===== src/rtl/pwr_ctl_pkg.sv =====
package pwr_ctl_pkg;
  localparam int REG_W    = 8;
  localparam int B_DBLBD  = 7;
  localparam int B_FESEL  = 6;
  localparam int B_RSVD   = 5;
  localparam int B_PWROFF = 4;
  localparam int B_FLAG1  = 3;
  localparam int B_FLAG0  = 2;
  localparam int B_PDOWN  = 1;
  localparam int B_IDLE   = 0;
  localparam int SW_W     = 4;  // serial pair plus general flag pair

  typedef struct packed {
    logic idle;
    logic pdown;
  } mode_t;
endpackage


===== src/rtl/pwr_sw_field.sv =====
// Software-owned bits, cleared by either reset.
module pwr_sw_field #(
  parameter int W = 4
) (
  input  logic         clk,
  input  logic         clr,
  input  logic         ld,
  input  logic [W-1:0] d,
  output logic [W-1:0] q
);
  always_ff @(posedge clk) begin
    if (clr)     q <= '0;
    else if (ld) q <= d;
  end
endmodule


===== src/rtl/pwr_off_flag.sv =====
// Reset-kind flag: set by power-on reset, untouched by warm reset.
module pwr_off_flag (
  input  logic clk,
  input  logic cold,
  input  logic ld,
  input  logic d,
  output logic q
);
  always_ff @(posedge clk) begin
    if (cold)    q <= 1'b1;
    else if (ld) q <= d;
  end
endmodule


===== src/rtl/pwr_mode_ctl.sv =====
// Idle and power-down request bits with registered status outputs.
module pwr_mode_ctl
  import pwr_ctl_pkg::*;
(
  input  logic  clk,
  input  logic  clr,
  input  logic  ld,
  input  mode_t wr_mode,
  input  logic  irq_ack,
  output mode_t mode_q,
  output logic  idle_o,
  output logic  pdown_o
);
  mode_t mode_n;

  always_comb begin
    mode_n = mode_q;
    if (irq_ack) mode_n.idle = 1'b0;
    if (ld)      mode_n = wr_mode;
    if (clr)     mode_n = '0;
  end

  always_ff @(posedge clk) begin
    mode_q  <= mode_n;
    pdown_o <= mode_n.pdown;
    idle_o  <= mode_n.idle & ~mode_n.pdown;
  end
endmodule


===== src/rtl/pwr_ctl_reg.sv =====
module pwr_ctl_reg
  import pwr_ctl_pkg::*;
(
  input  logic             clk,
  input  logic             cold_rst,
  input  logic             warm_rst,
  input  logic             wr_en,
  input  logic [REG_W-1:0] wr_data,
  input  logic             irq_ack,
  output logic [REG_W-1:0] rd_data,
  output logic             idle_o,
  output logic             pdown_o,
  output logic             dbl_baud_o,
  output logic             fe_sel_o
);
  logic            any_rst;
  logic            wr_ok;
  logic [SW_W-1:0] sw_d;
  logic [SW_W-1:0] sw_q;
  logic            pwroff_q;
  mode_t           wr_mode;
  mode_t           mode_q;

  assign any_rst = cold_rst | warm_rst;
  assign wr_ok   = wr_en & ~any_rst;

  assign sw_d = {wr_data[B_DBLBD], wr_data[B_FESEL],
                 wr_data[B_FLAG1], wr_data[B_FLAG0]};

  assign wr_mode.idle  = wr_data[B_IDLE];
  assign wr_mode.pdown = wr_data[B_PDOWN];

  pwr_sw_field #(.W(SW_W)) u_sw (
    .clk (clk),
    .clr (any_rst),
    .ld  (wr_ok),
    .d   (sw_d),
    .q   (sw_q)
  );

  pwr_off_flag u_pof (
    .clk  (clk),
    .cold (cold_rst),
    .ld   (wr_ok),
    .d    (wr_data[B_PWROFF]),
    .q    (pwroff_q)
  );

  pwr_mode_ctl u_mode (
    .clk     (clk),
    .clr     (any_rst),
    .ld      (wr_ok),
    .wr_mode (wr_mode),
    .irq_ack (irq_ack),
    .mode_q  (mode_q),
    .idle_o  (idle_o),
    .pdown_o (pdown_o)
  );

  always_comb begin
    rd_data           = '0;
    rd_data[B_DBLBD]  = sw_q[3];
    rd_data[B_FESEL]  = sw_q[2];
    rd_data[B_RSVD]   = 1'b0;
    rd_data[B_PWROFF] = pwroff_q;
    rd_data[B_FLAG1]  = sw_q[1];
    rd_data[B_FLAG0]  = sw_q[0];
    rd_data[B_PDOWN]  = mode_q.pdown;
    rd_data[B_IDLE]   = mode_q.idle;
  end

  assign dbl_baud_o = sw_q[3];
  assign fe_sel_o   = sw_q[2];
endmodule


===== config.mk =====
export PLATFORM = sky130hd
export DESIGN_NAME = pwr_ctl_reg
export DESIGN_NICKNAME = d
export VERILOG_FILES = /design/src/rtl/pwr_ctl_pkg.sv /design/src/rtl/pwr_sw_field.sv /design/src/rtl/pwr_off_flag.sv /design/src/rtl/pwr_mode_ctl.sv /design/src/rtl/pwr_ctl_reg.sv
export SDC_FILE = /design/constraint.sdc
export NUM_CORES = 1
export LEC_CHECK = 0
export ABC_AREA = 1
export BUFFER_PORTS_ARGS = -buffer_cell sky130_fd_sc_hd__buf_2
export CORE_AREA = 8 8 45 47
export CTS_CLUSTER_SIZE = 10
export DETAILED_ROUTE_END_ITERATION = 16
export DIE_AREA = 0 0 53 55
export SLEW_MARGIN = 10
export SYNTH_ARGS = -nofsm -noshare
export SYNTH_HDL_FRONTEND = slang
export SYNTH_SLANG_ARGS = --single-unit

===== constraint.sdc =====
create_clock -name clk -period 1.87 [get_ports clk]
set_input_delay 0.374 -clock clk [delete_from_list [all_inputs] [get_ports clk]]
set_output_delay 0.374 -clock clk [all_outputs]
set_load 0.02 [all_outputs]

After elaboration in Yosys (flattened, before gate mapping)
Cells that the tools add are included.
{"block": "classes", "reduce_logical": 0, "n_mux": 3, "n_mul": 0, "order_cmp": 0, "eq_ne": 0, "n_bitwise": 5, "n_shift": 0, "add_sub_neg": 0, "div_mod_pow": 0}
{"op": "2-to-1 mux 2 bit", "count": 2}
{"op": "bitwise AND 1 bit", "count": 2}
{"op": "inverter 1 bit", "count": 2}
{"op": "2-to-1 mux 1 bit", "count": 1}
{"op": "OR 1 bit", "count": 1}
{"block": "word_totals", "mem_count": 0, "mem_bits_rw": 0, "regBits": 8, "rom_bits": 0, "out_inout_bits": 12, "latch_bits": 0}

Logic depth before layout (Yosys ltp)
{"block": "logic_depth", "ltp_word": 7, "depth_mapped": 5, "mapped_depth_nobuf": 5}

Hierarchy
From an unflattened synthesis, not the netlist that was laid out.
{"block": "unflattened", "hier_cells": 61, "hier_area_um2": 407.9}
{"mod": "pwr_sw_field", "cells_per_inst": 26, "area_per_inst_um2": 172.7, "n_inst": 1, "seq_area_each_um2": 80.1}
{"mod": "pwr_mode_ctl", "cells_per_inst": 19, "area_per_inst_um2": 130.1, "n_inst": 1, "seq_area_each_um2": 60.1}
{"mod": "pwr_ctl_reg", "cells_per_inst": 10, "area_per_inst_um2": 57.6, "n_inst": 1, "seq_area_each_um2": 0.0}
{"mod": "pwr_off_flag", "cells_per_inst": 6, "area_per_inst_um2": 47.5, "n_inst": 1, "seq_area_each_um2": 20.0}

Worst setup path before layout
OpenSTA, ideal clock, no wires.
{"block": "synth_path", "kind": "reg2out", "from": "register u_sw.q[3]", "to": "output port rd_data[7]", "arrival_ps": 616, "slack_ps": 880, "t_required_ps": 1496, "stages_incl_launch_ff": 2, "path_cell_list": "dfxtp_1 -> buf_4"}
{"item": "start, declared", "line_no": "pwr_sw_field.sv:9", "text": "output logic [W-1:0] q"}
{"item": "start signal, assigned", "line_no": "pwr_sw_field.sv:12", "text": "if (clr) q <= '0;"}
{"item": "start signal, assigned", "line_no": "pwr_sw_field.sv:13", "text": "else if (ld) q <= d;"}
{"item": "end, declared", "line_no": "pwr_ctl_reg.sv:10", "text": "output logic [REG_W-1:0] rd_data,"}
No word-level cell between the ends.

Worst setup path in the final report
{"block": "layout_path", "from": "register u_sw.q[3]", "to": "output port dbl_baud_o"}
{"item": "end, declared", "line_no": "pwr_ctl_reg.sv:13", "text": "output logic dbl_baud_o,"}
No word-level cell between the ends.

==> results_dict.tcl <==
set metrics [dict create \
    drt_iter0_drc 6 \
    synthesis.area_um2 360.3 \
    start_util 0.2604 \
    cts_sinks 8 \
    synth.avg_cell_area_um2 7.354 \
    cp-end-kind "primary output" \
    layout-drive-gt1-share 0.4493 \
    rr_worst_depth 5 \
    holdPathStages 3 \
    wl_per_cell_um 10.28 \
    antenna_cells 0 \
    dieHeight_um 55 \
    critPathLaunchType "register" \
    post-route-period-util 0.6080 \
    peakVddDrop_uv 265.4 \
    firstDrtPassIters 4 \
    switching_share 0.2586 \
    cap_viol_max_count 0 \
    yosys.area_share.simple 0.2986 \
    fin_area_um2 475.5 \
    ys.warnings.count 0 \
    nFillCells 154 \
    multi_input_area_um2 136.4 \
    synth_top_area_frac 0.4444 \
    synth_nets 62 \
    skew_ns 0.00003181 \
    cpPeakStageDelay_ns 0.34 \
    htreeDepth 1 \
    drc 0 \
    cts_tree "yes" \
    cts_setup_buffers 0 \
    synth_xor_area_frac 0 \
    synth.area.mux_share 0 \
    fin_nets 84 \
    crit_fanout 3 \
    setup_tns_ns 0 \
    rows 14 \
    coreArea_mm2 0.001384 \
    vias_per_cell 4.024 \
    crit_path_cell_trace "buf_2" \
    grt_start_max_net_pins 9 \
    leakage_nw 0.2640 \
    final_max_slew_viol_count 0 \
    yosys.area.top_type "dfxtp_1" \
    first_global_vias 328 \
    vias 342 \
    slowest_stage "dfxtp_1" \
    min_to "u_sw.q[2]$_SDFFE_PP0P_" \
    path_buf_inv 1 \
    clock_latency_ns 0.24 \
    hold_class "in2reg" \
    ioPinCount 25 \
    synth_top_family_by_area "simple AND/OR/NAND/NOR gates" \
    worstPathRequired_ns 1.50 \
    power.density_mw_per_mm2 776.0 \
    clk_pin_slew_ns 0.05 \
    synthCells 49 \
    synth.area.top_cells "dfxtp_1 44%, buf_4 10%, nand2_1 9.4%" \
    synth_compound_area_frac 0.06944 \
    cp_top_family "flip-flops" \
    cp-startpoint "u_sw.q[3]$_SDFFE_PP0P_" \
    grt_setup_unrepaired "no" \
    cts_hold_buf 0 \
    ant_nets 0 \
    pwr-share-comb 0.163 \
    grt_pass1_wl_um 1311 \
    area_growth_pct 31.94 \
    rrSetupSlack_ns 1.14 \
    timing.fmax_ghz 0.8796 \
    finalSetupViolCount 0 \
    regToRegStartpoint "u_mode.mode_q[0]$_DFF_P_" \
    p_seq_frac 0.490 \
    synthAdderAreaFrac 0 \
    gp_congestion 0.7542 \
    fin_crit_ns 1.137 \
    path_class "reg2out" \
    clock-root-buffer "clkbuf_4" \
    die_w_um 53 \
    hold_viol_final 0 \
    totalWireLength_um 874 \
    outcome "complete, no violations" \
    cts_max_path_buffers 2 \
    portBuffers 22 \
    grt_usage 0.06086 \
    ys_seq_area_frac 0.4444 \
    crit_arrival_ns 0.76 \
    min-delay-start "wr_data[6]" \
    place_area_um2 452.9 \
    antenna_found_initial 0 \
    ys_ff_latch 8 \
    seqCellArea_um2 160.2 \
    timing.rr.end "u_mode.idle_o$_DFF_P_" \
    pwr-share-clk 0.347 \
    floorplan.die_area_mm2 0.002915 \
    intPower_w 0.0002735 \
    post_cts_resize_count 0 \
    cts_buffers 3 \
    synth_cell_types 14 \
    gr-total-overflow 0 \
    p_switching_w 0.00009542 \
]
-- state kept, by name, indices dropped and copies added, names as in the netlist --
| name | count |
|---|---|
| u_sw.q | 4 |
| u_mode.idle_o | 1 |
| u_pof.q | 1 |
| u_mode.mode_q | 2 |
-- cell families (layout without fill, tap and decap cells) --
family | Yosys count | in the layout
and+or+nand+nor | 23 | 23
buffers and inverters | 12 | 32
DFF | 8 | 8
AOI/OAI and AO/OA | 5 | 5
other | 1 | 1
-- Yosys cell counts --
cell	n
a21oi_1	2
buf_4	5
conb_1	1
dfxtp_1	8
inv_1	6
inv_2	1
nand2_1	9
nand2_2	2
nand3b_1	1
nor2_1	8
nor2_2	2
nor2_4	1
o21ai_0	2
o21ai_1	1
-- stage by stage --
step	instances	power, W	worst slack [ns]	hold WS (ns)	utilization
6_report	85	0.0003689	0.7331	0.3459	0.3436
5_1_grt	85	0.0003987	0.6811	0.3533	0.3436
2_1_floorplan	49	0.0002240	0.8796	0.4918	-
3_5_place_dp	82	0.0002451	0.8475	0.4595	0.3273
4_1_cts	85	0.0003766	0.7204	0.3429	0.3436
3_3_place_gp	82	0.0002444	0.8615	0.4461	0.3273
-- area by class of cell --
type	instances	share of cell area
Clock buffer	3	0.04737
Inverter	7	0.05526
Multi-Input combinational cell	29	0.2868
Sequential cell	8	0.3368
Tap cell	16	0.04211
Timing Repair Buffer	22	0.2316
-- metal layers --
layer,global-route usage,share of wire,vias up
met4,0.05172,0.022,0
met1,0.06902,0.43,148
met5,0,0,-
met2,0.09180,0.47,13
met3,0.01872,0.078,2
li1,-,-,179
-- layout by cell type (no fill, tap or decap) --
master	instances
nand2_2	2
buf_2	22
dfxtp_1	8
conb_1	1
nor2_2	2
nand3b_1	1
o21ai_0	2
nor2_1	8
clkbuf_4	3
a21oi_1	2
inv_1	6
inv_2	1
o21ai_1	1
nor2_4	1
nand2_1	9
-- power by group through the flow --
stage / combinational [W] / clock [W] / sequential (W)
2_1_floorplan: 0.0000321 / 0 / 0.000192
3_3_place_gp: 0.0000602 / 0 / 0.000184
6_report: 0.0000600 / 0.000128 / 0.000181
5_1_grt: 0.0000656 / 0.000152 / 0.000182
4_1_cts: 0.0000609 / 0.000135 / 0.000181
3_5_place_dp: 0.0000607 / 0 / 0.000184
-- worst max path at each step --
stage	to	cells past startpoint
5_1_grt	pdown_o	1
3_5_place_dp	u_mode.idle_o$_DFF_P_	6
3_3_place_gp	u_mode.idle_o$_DFF_P_	6
2_1_floorplan	rd_data[7]	1
6_report	dbl_baud_o	1
4_1_cts	fe_sel_o	1
Power figures use the tool's default switching activity.
